File: config.mk
export PLATFORM = sky130hd
export DESIGN_NAME = flash_cmd_front
export DESIGN_NICKNAME = d
export VERILOG_FILES = /design/src/rtl/flash_cmd_pkg.sv /design/src/rtl/flash_cmd_decode.sv /design/src/rtl/flash_bus_strobe.sv /design/src/rtl/flash_mode_ctrl.sv /design/src/rtl/flash_id_table.sv /design/src/rtl/flash_cmd_front.sv
export SDC_FILE = /design/constraint.sdc
export NUM_CORES = 1
export LEC_CHECK = 0
export BUFFER_PORTS_ARGS = -buffer_cell sky130_fd_sc_hd__buf_4
export CORE_AREA = 2 2 61 63
export CTS_CLUSTER_SIZE = 20
export DETAILED_ROUTE_END_ITERATION = 10
export DIE_AREA = 0 0 63 65
export GPL_ROUTABILITY_DRIVEN = 0
export PLACE_DENSITY = 0.74
export SYNTH_ARGS = -nofsm -noshare
export SYNTH_HDL_FRONTEND = slang
export SYNTH_SLANG_ARGS = --single-unit
File: constraint.sdc
create_clock -name clk -period 7.1 [get_ports clk]
set_input_delay 1.42 -clock clk [delete_from_list [all_inputs] [get_ports clk]]
set_output_delay 1.42 -clock clk [all_outputs]
set_load 0.03 [all_outputs]
File: src/rtl/flash_cmd_pkg.sv
package flash_cmd_pkg;

   typedef enum logic [1:0] {
      RM_ARRAY  = 2'd0,
      RM_IDENT  = 2'd1,
      RM_STATUS = 2'd2
   } rmode_t;

   typedef enum logic [2:0] {
      CK_NONE,
      CK_ARRAY,
      CK_IDENT,
      CK_STATUS,
      CK_ERASE_SETUP,
      CK_CONFIRM
   } cmd_kind_t;

   localparam logic [7:0] OP_ARRAY   = 8'hFF;
   localparam logic [7:0] OP_IDENT   = 8'h90;
   localparam logic [7:0] OP_STATUS  = 8'h70;
   localparam logic [7:0] OP_ESETUP  = 8'h20;
   localparam logic [7:0] OP_CONFIRM = 8'hD0;
   localparam logic [7:0] MFR_CODE   = 8'h89;

   localparam int BLK_OFS_BITS = 16;

endpackage

File: src/rtl/flash_cmd_decode.sv
module flash_cmd_decode
   import flash_cmd_pkg::*;
(
   input  logic [7:0] code,
   output cmd_kind_t  kind
);

   always_comb begin
      case (code)
         OP_ARRAY:   kind = CK_ARRAY;
         OP_IDENT:   kind = CK_IDENT;
         OP_STATUS:  kind = CK_STATUS;
         OP_ESETUP:  kind = CK_ERASE_SETUP;
         OP_CONFIRM: kind = CK_CONFIRM;
         default:    kind = CK_NONE;
      endcase
   end

endmodule

File: src/rtl/flash_bus_strobe.sv
module flash_bus_strobe (
   input  logic clk,
   input  logic rst_n,
   input  logic ce_n,
   input  logic we_n,
   output logic strobe
);

   logic we_q;

   always_ff @(posedge clk or negedge rst_n) begin
      if (!rst_n) we_q <= 1'b1;
      else        we_q <= we_n;
   end

   assign strobe = !we_q && we_n && !ce_n;

endmodule

File: src/rtl/flash_mode_ctrl.sv
module flash_mode_ctrl
   import flash_cmd_pkg::*;
#(
   parameter int BW = 5
) (
   input  logic          clk,
   input  logic          rst_n,
   input  logic          pwrdn_n,
   input  logic          strobe,
   input  cmd_kind_t     kind,
   input  logic [BW-1:0] blk,
   input  logic          seq_busy,
   input  logic          seq_susp,
   output rmode_t        mode,
   output logic          seq_start,
   output logic [BW-1:0] seq_blk
);

   logic erase_armed;
   logic lockout;

   assign lockout = seq_busy && !seq_susp;

   always_ff @(posedge clk or negedge rst_n) begin
      if (!rst_n) begin
         mode        <= RM_ARRAY;
         erase_armed <= 1'b0;
         seq_start   <= 1'b0;
         seq_blk     <= '0;
      end else if (!pwrdn_n) begin
         mode        <= RM_ARRAY;
         erase_armed <= 1'b0;
         seq_start   <= 1'b0;
      end else begin
         seq_start <= 1'b0;
         if (strobe) begin
            if (erase_armed) begin
               erase_armed <= 1'b0;
               mode        <= RM_STATUS;
               if (kind == CK_CONFIRM && !seq_busy) begin
                  seq_start <= 1'b1;
                  seq_blk   <= blk;
               end
            end else begin
               case (kind)
                  CK_ARRAY:  if (!lockout) mode <= RM_ARRAY;
                  CK_IDENT:  if (!lockout) mode <= RM_IDENT;
                  CK_STATUS: mode <= RM_STATUS;
                  CK_ERASE_SETUP:
                     if (!seq_busy) begin
                        erase_armed <= 1'b1;
                        mode        <= RM_STATUS;
                     end
                  default: ;
               endcase
            end
         end
      end
   end

   p_pdn_default_r2: assert property (@(posedge clk) disable iff (!rst_n)
      !pwrdn_n |=> (mode == RM_ARRAY));

   p_idle_hold_r4: assert property (@(posedge clk) disable iff (!rst_n)
      (pwrdn_n && !strobe) |=> $stable(mode));

   p_mode_legal_r4: assert property (@(posedge clk) disable iff (!rst_n)
      mode != 2'd3);

   p_busy_refuse_r5: assert property (@(posedge clk) disable iff (!rst_n)
      (pwrdn_n && strobe && !erase_armed && lockout && kind == CK_ARRAY)
      |=> (mode == $past(mode)));

   p_start_pulse_r10: assert property (@(posedge clk) disable iff (!rst_n)
      seq_start |=> !seq_start);

   p_start_cause_r10: assert property (@(posedge clk) disable iff (!rst_n)
      seq_start |-> ($past(strobe) && $past(pwrdn_n) && !$past(seq_busy)));

endmodule

File: src/rtl/flash_id_table.sv
module flash_id_table
   import flash_cmd_pkg::*;
#(
   parameter int MBIT = 16,
   parameter int NBLK = 32,
   parameter int BW   = 5,
   parameter int AW   = 21
) (
   input  logic [AW-1:0]   addr,
   input  logic [NBLK-1:0] blk_lock,
   input  logic            master_lock,
   output logic [7:0]      id_byte
);

   logic [7:0]                dev_code;
   logic [BLK_OFS_BITS-1:0]   ofs;
   logic [BW-1:0]             blk;

   generate
      if (MBIT == 4) begin : g_d4
         assign dev_code = 8'hA7;
      end else if (MBIT == 8) begin : g_d8
         assign dev_code = 8'hA6;
      end else if (MBIT == 16) begin : g_d16
         assign dev_code = 8'hAA;
      end else begin : g_bad
         $error("flash_id_table: MBIT must be 4, 8 or 16");
         assign dev_code = 8'h00;
      end
   endgenerate

   assign ofs = addr[BLK_OFS_BITS-1:0];
   assign blk = addr[AW-1:BLK_OFS_BITS];

   always_comb begin
      id_byte = 8'h00;
      if (ofs == 16'h0002) begin
         id_byte = {7'b0, blk_lock[blk]};
      end else if (blk == '0) begin
         case (ofs)
            16'h0000: id_byte = MFR_CODE;
            16'h0001: id_byte = dev_code;
            16'h0003: id_byte = {7'b0, master_lock};
            default:  id_byte = 8'h00;
         endcase
      end
   end

endmodule

File: src/rtl/flash_cmd_front.sv
module flash_cmd_front
   import flash_cmd_pkg::*;
#(
   parameter  int MBIT = 16,
   localparam int NBLK = MBIT * 2,
   localparam int BW   = $clog2(NBLK),
   localparam int AW   = BLK_OFS_BITS + BW
) (
   input  logic            clk,
   input  logic            rst_n,
   input  logic            pwrdn_n,
   input  logic            bus_ce_n,
   input  logic            bus_we_n,
   input  logic [AW-1:0]   bus_addr,
   input  logic [7:0]      bus_wdata,
   input  logic [7:0]      arr_rdata,
   input  logic [7:0]      stat_byte,
   input  logic [NBLK-1:0] blk_lock,
   input  logic            master_lock,
   input  logic            seq_busy,
   input  logic            seq_susp,
   output logic            seq_start,
   output logic [BW-1:0]   seq_blk,
   output logic [1:0]      rd_mode,
   output logic [7:0]      rd_data
);

   logic      strobe;
   cmd_kind_t kind;
   rmode_t    mode;
   logic [7:0] id_byte;

   flash_bus_strobe u_strobe (
      .clk    (clk),
      .rst_n  (rst_n),
      .ce_n   (bus_ce_n),
      .we_n   (bus_we_n),
      .strobe (strobe)
   );

   flash_cmd_decode u_dec (
      .code (bus_wdata),
      .kind (kind)
   );

   flash_mode_ctrl #(.BW(BW)) u_mode (
      .clk       (clk),
      .rst_n     (rst_n),
      .pwrdn_n   (pwrdn_n),
      .strobe    (strobe),
      .kind      (kind),
      .blk       (bus_addr[AW-1:BLK_OFS_BITS]),
      .seq_busy  (seq_busy),
      .seq_susp  (seq_susp),
      .mode      (mode),
      .seq_start (seq_start),
      .seq_blk   (seq_blk)
   );

   flash_id_table #(.MBIT(MBIT), .NBLK(NBLK), .BW(BW), .AW(AW)) u_id (
      .addr        (bus_addr),
      .blk_lock    (blk_lock),
      .master_lock (master_lock),
      .id_byte     (id_byte)
   );

   assign rd_mode = mode;

   always_comb begin
      if (!pwrdn_n) begin
         rd_data = 8'h00;
      end else begin
         case (mode)
            RM_IDENT:  rd_data = id_byte;
            RM_STATUS: rd_data = stat_byte;
            default:   rd_data = arr_rdata;
         endcase
      end
   end

   p_mfr_code_r6: assert property (@(posedge clk) disable iff (!rst_n)
      (pwrdn_n && mode == RM_IDENT && bus_addr == '0) |-> (rd_data == MFR_CODE));

   p_pdn_quiet_r2: assert property (@(posedge clk) disable iff (!rst_n)
      !pwrdn_n |-> (rd_data == 8'h00));

endmodule

==> results.toml <==
[status]
outcome = "complete, no violations"

[worst_setup_path]
crit_arrival_ps = 3110
worstSetupEndpointType = "output pin"
worst_ep_required_time_ps = 5680
crit_type = "input port to output pin"
crit_fanout = 11
r2r_cells = 5
start_kind = "input port"

[cts]
cts_buffers = 3
root_buffer = "clkbuf_4"
clk_path_buf_depth = 2
cts_tree = "built"
clk_pin_slew_ps = 60
cts.hold.buffers_added = 0
clk_latency_ps = 260
htreeDepth = 1
post-cts-setup-buffer-count = 0
cts.sinks = 10
cts_resized = 0

[drt]
vias_per_cell = 5.19
drt-initial-drc-count = 114
vias = 1418
routedWlPerCell_um = 12.7
wl_um = 3470
ant_nets = 0
firstDrtPassIters = 4
drc = 0

[sta]
totalNegativeSetupSlack_ps = 0
setup_viol = 0
slew_viol_final = 0
hold_viol_final = 0
rsz0062_at_grt = "no"
slew_headroom = 0.597
min_period_ps = 4530
fin_ws_ps = 2570
fmax_ghz = 0.221
holdWs_ps = 510
tightest_slew_ps = 600
skew_ps = 2.31
period_share = 0.637

[cells_and_area]
area_growth_syn_to_layout_pct = 67.0
layout_commonest_cell = "buf_4"
stdcell_count = 273
layout-drive-gt1-share = 0.516
final_cell_mix = "buf_4, nor2_1, nand2_1, dfrtp_1, a21oi_1"
fillers = 337
final_area_mm2 = 0.00196
antennaDiodeCount = 0
nets = 313

[floorplan]
die_h_um = 65
fp.coreArea_mm2 = 0.00350
placementRows = 22
dieArea_mm2 = 0.00410
start_util = 0.336
die_w_um = 63
io-pin-count = 101

[synth]
synth_edf_count = 0
syn_area_mm2 = 0.00117
postSynthAreaPerCell_um2 = 9.04
synth_adder_area_share = 0.0213
synth_top_family_by_area = "simple AND/OR/NAND/NOR gates"
ys.flop_type = "dfrtp_1"
yosysWarnings = 0
synth_compound_area_frac = 0.217
syn_nets = 217
ys_async_sr_fraction = 1.00
synth_cell_types = 51
synthMuxAreaShare = 0.218
synth-simple-area-share = 0.247
synth_xor_area_frac = 0.0149
synth_seq_cells = 10
syn_inst = 130
yosysSeqAreaShare = 0.214

[power_and_ir_drop]
p_switching_uw = 48.0
clkPwrFrac = 0.276
worst_ir_drop_vdd_uv = 60.5
pwr-share-comb = 0.408
switching_share = 0.263
power_frac_seq = 0.316
internal-power_uw = 134
powerDensity_mw_per_mm2 = 92.9
p_leak_uw = 0.000955

[flow_run]
maxCapViolCount = 0

[min_path]
hold_depth = 1
hold_path.class = "flop to flop"

[placement]
place_ws_ps = 2560
dpl_cell_area_mm2 = 0.00193
dp_hpwl_um = 2980
dpl.cell_count = 269
port-buffer-count = 100

[grt]
antenna_found_initial = 0
grt_max_degree = 12
grt_pass1_vias = 1378
grt_remaining_overflow = 0
grt_first_pass_wirelength_um = 5630
grt_usage = 0.168
[worst max-delay path, cell delays in order]
cell and delay, ps:
buf_4 170, or4_1 510, or3_4 350, o221ai_1 170, o211a_1 170, a32o_1 160
buf_4 150
[cell families (layout without fill, tap and decap cells)]
logic type | after synthesis | count (layout)
xor gates and xnor gates | 2 | 2
buffers and inverters | 14 | 109
adders and majority gates | 2 | 2
AOI/OAI and AO/OA | 35 | 35
muxes | 16 | 16
and+or+nand+nor | 51 | 51
DFF | 10 | 10
[cell usage after synthesis (3+ instances only)]
cell type | instances | area, µm²
nor2_1 | 12 | 45.0
nand2_1 | 11 | 41.3
dfrtp_1 | 9 | 225
a21oi_1 | 8 | 40.0
a22oi_1 | 6 | 45.0
inv_1 | 5 | 18.8
mux2_2 | 5 | 56.3
mux2i_1 | 5 | 50.1
nor4_1 | 5 | 31.3
mux4_1 | 4 | 105
nor3_1 | 4 | 20.0
buf_6 | 3 | 33.8
clkbuf_1 | 3 | 11.3
nand2b_1 | 3 | 18.8
[metal layers]
layer,track usage,routed length [µm]
met5,0,0
met4,0.0583,41
met3,0.0365,284
met2,0.307,1820
met1,0.191,1330
[final timing paths]
check | from | slack, ps | endpoint
max in group asynchronous | rst_n | 5910 | u_strobe.we_q
worst min-delay path | u_mode.seq_blk[3] | 510 | u_mode.seq_blk[3]
worst max register to register | u_strobe.we_q | 5400 | u_mode.mode[0]
min in group asynchronous | rst_n | 970 | u_mode.seq_blk[2]
worst min register to register | u_mode.seq_blk[3] | 510 | u_mode.seq_blk[3]
worst max-delay path | bus_addr[16] | 2570 | rd_data[0]
[sequential cells by signal, indices dropped and copies added, names as in the netlist]
signal and count:
u_mode.erase_armed 1, u_mode.seq_blk 5, u_strobe.we_q 1, u_mode.mode 2, u_mode.seq_start 1
[power groups by stage]
stage | clock [µW] | sequential [µW] | combinational, µW
detailed placement | 0 | 58.7 | 75.1
CTS | 51.5 | 57.6 | 75.2
global placement | 0 | 58.7 | 73.7
floorplan | 0 | 58.7 | 30.3
global route | 54.2 | 57.6 | 81.2
finish | 50.4 | 57.6 | 74.3
[per-stage QoR]
step	util	total power, µW
6_report	0.561	182
5_1_grt	0.561	193
4_1_cts	0.561	184
3_5_place_dp	0.551	134
3_3_place_gp	0.551	132
2_1_floorplan	-	89.0
[layout make-up]
cell class / count / area (µm²) / share of cell area
clock buffer: 4 / 36.3 / 0.0185
inverter: 5 / 18.8 / 0.00957
multi-input combinational: 106 / 845 / 0.430
sequential: 10 / 251 / 0.128
tap: 48 / 60.1 / 0.0306
timing repair buffer: 100 / 751 / 0.383
Power figures use the tool's default switching activity.
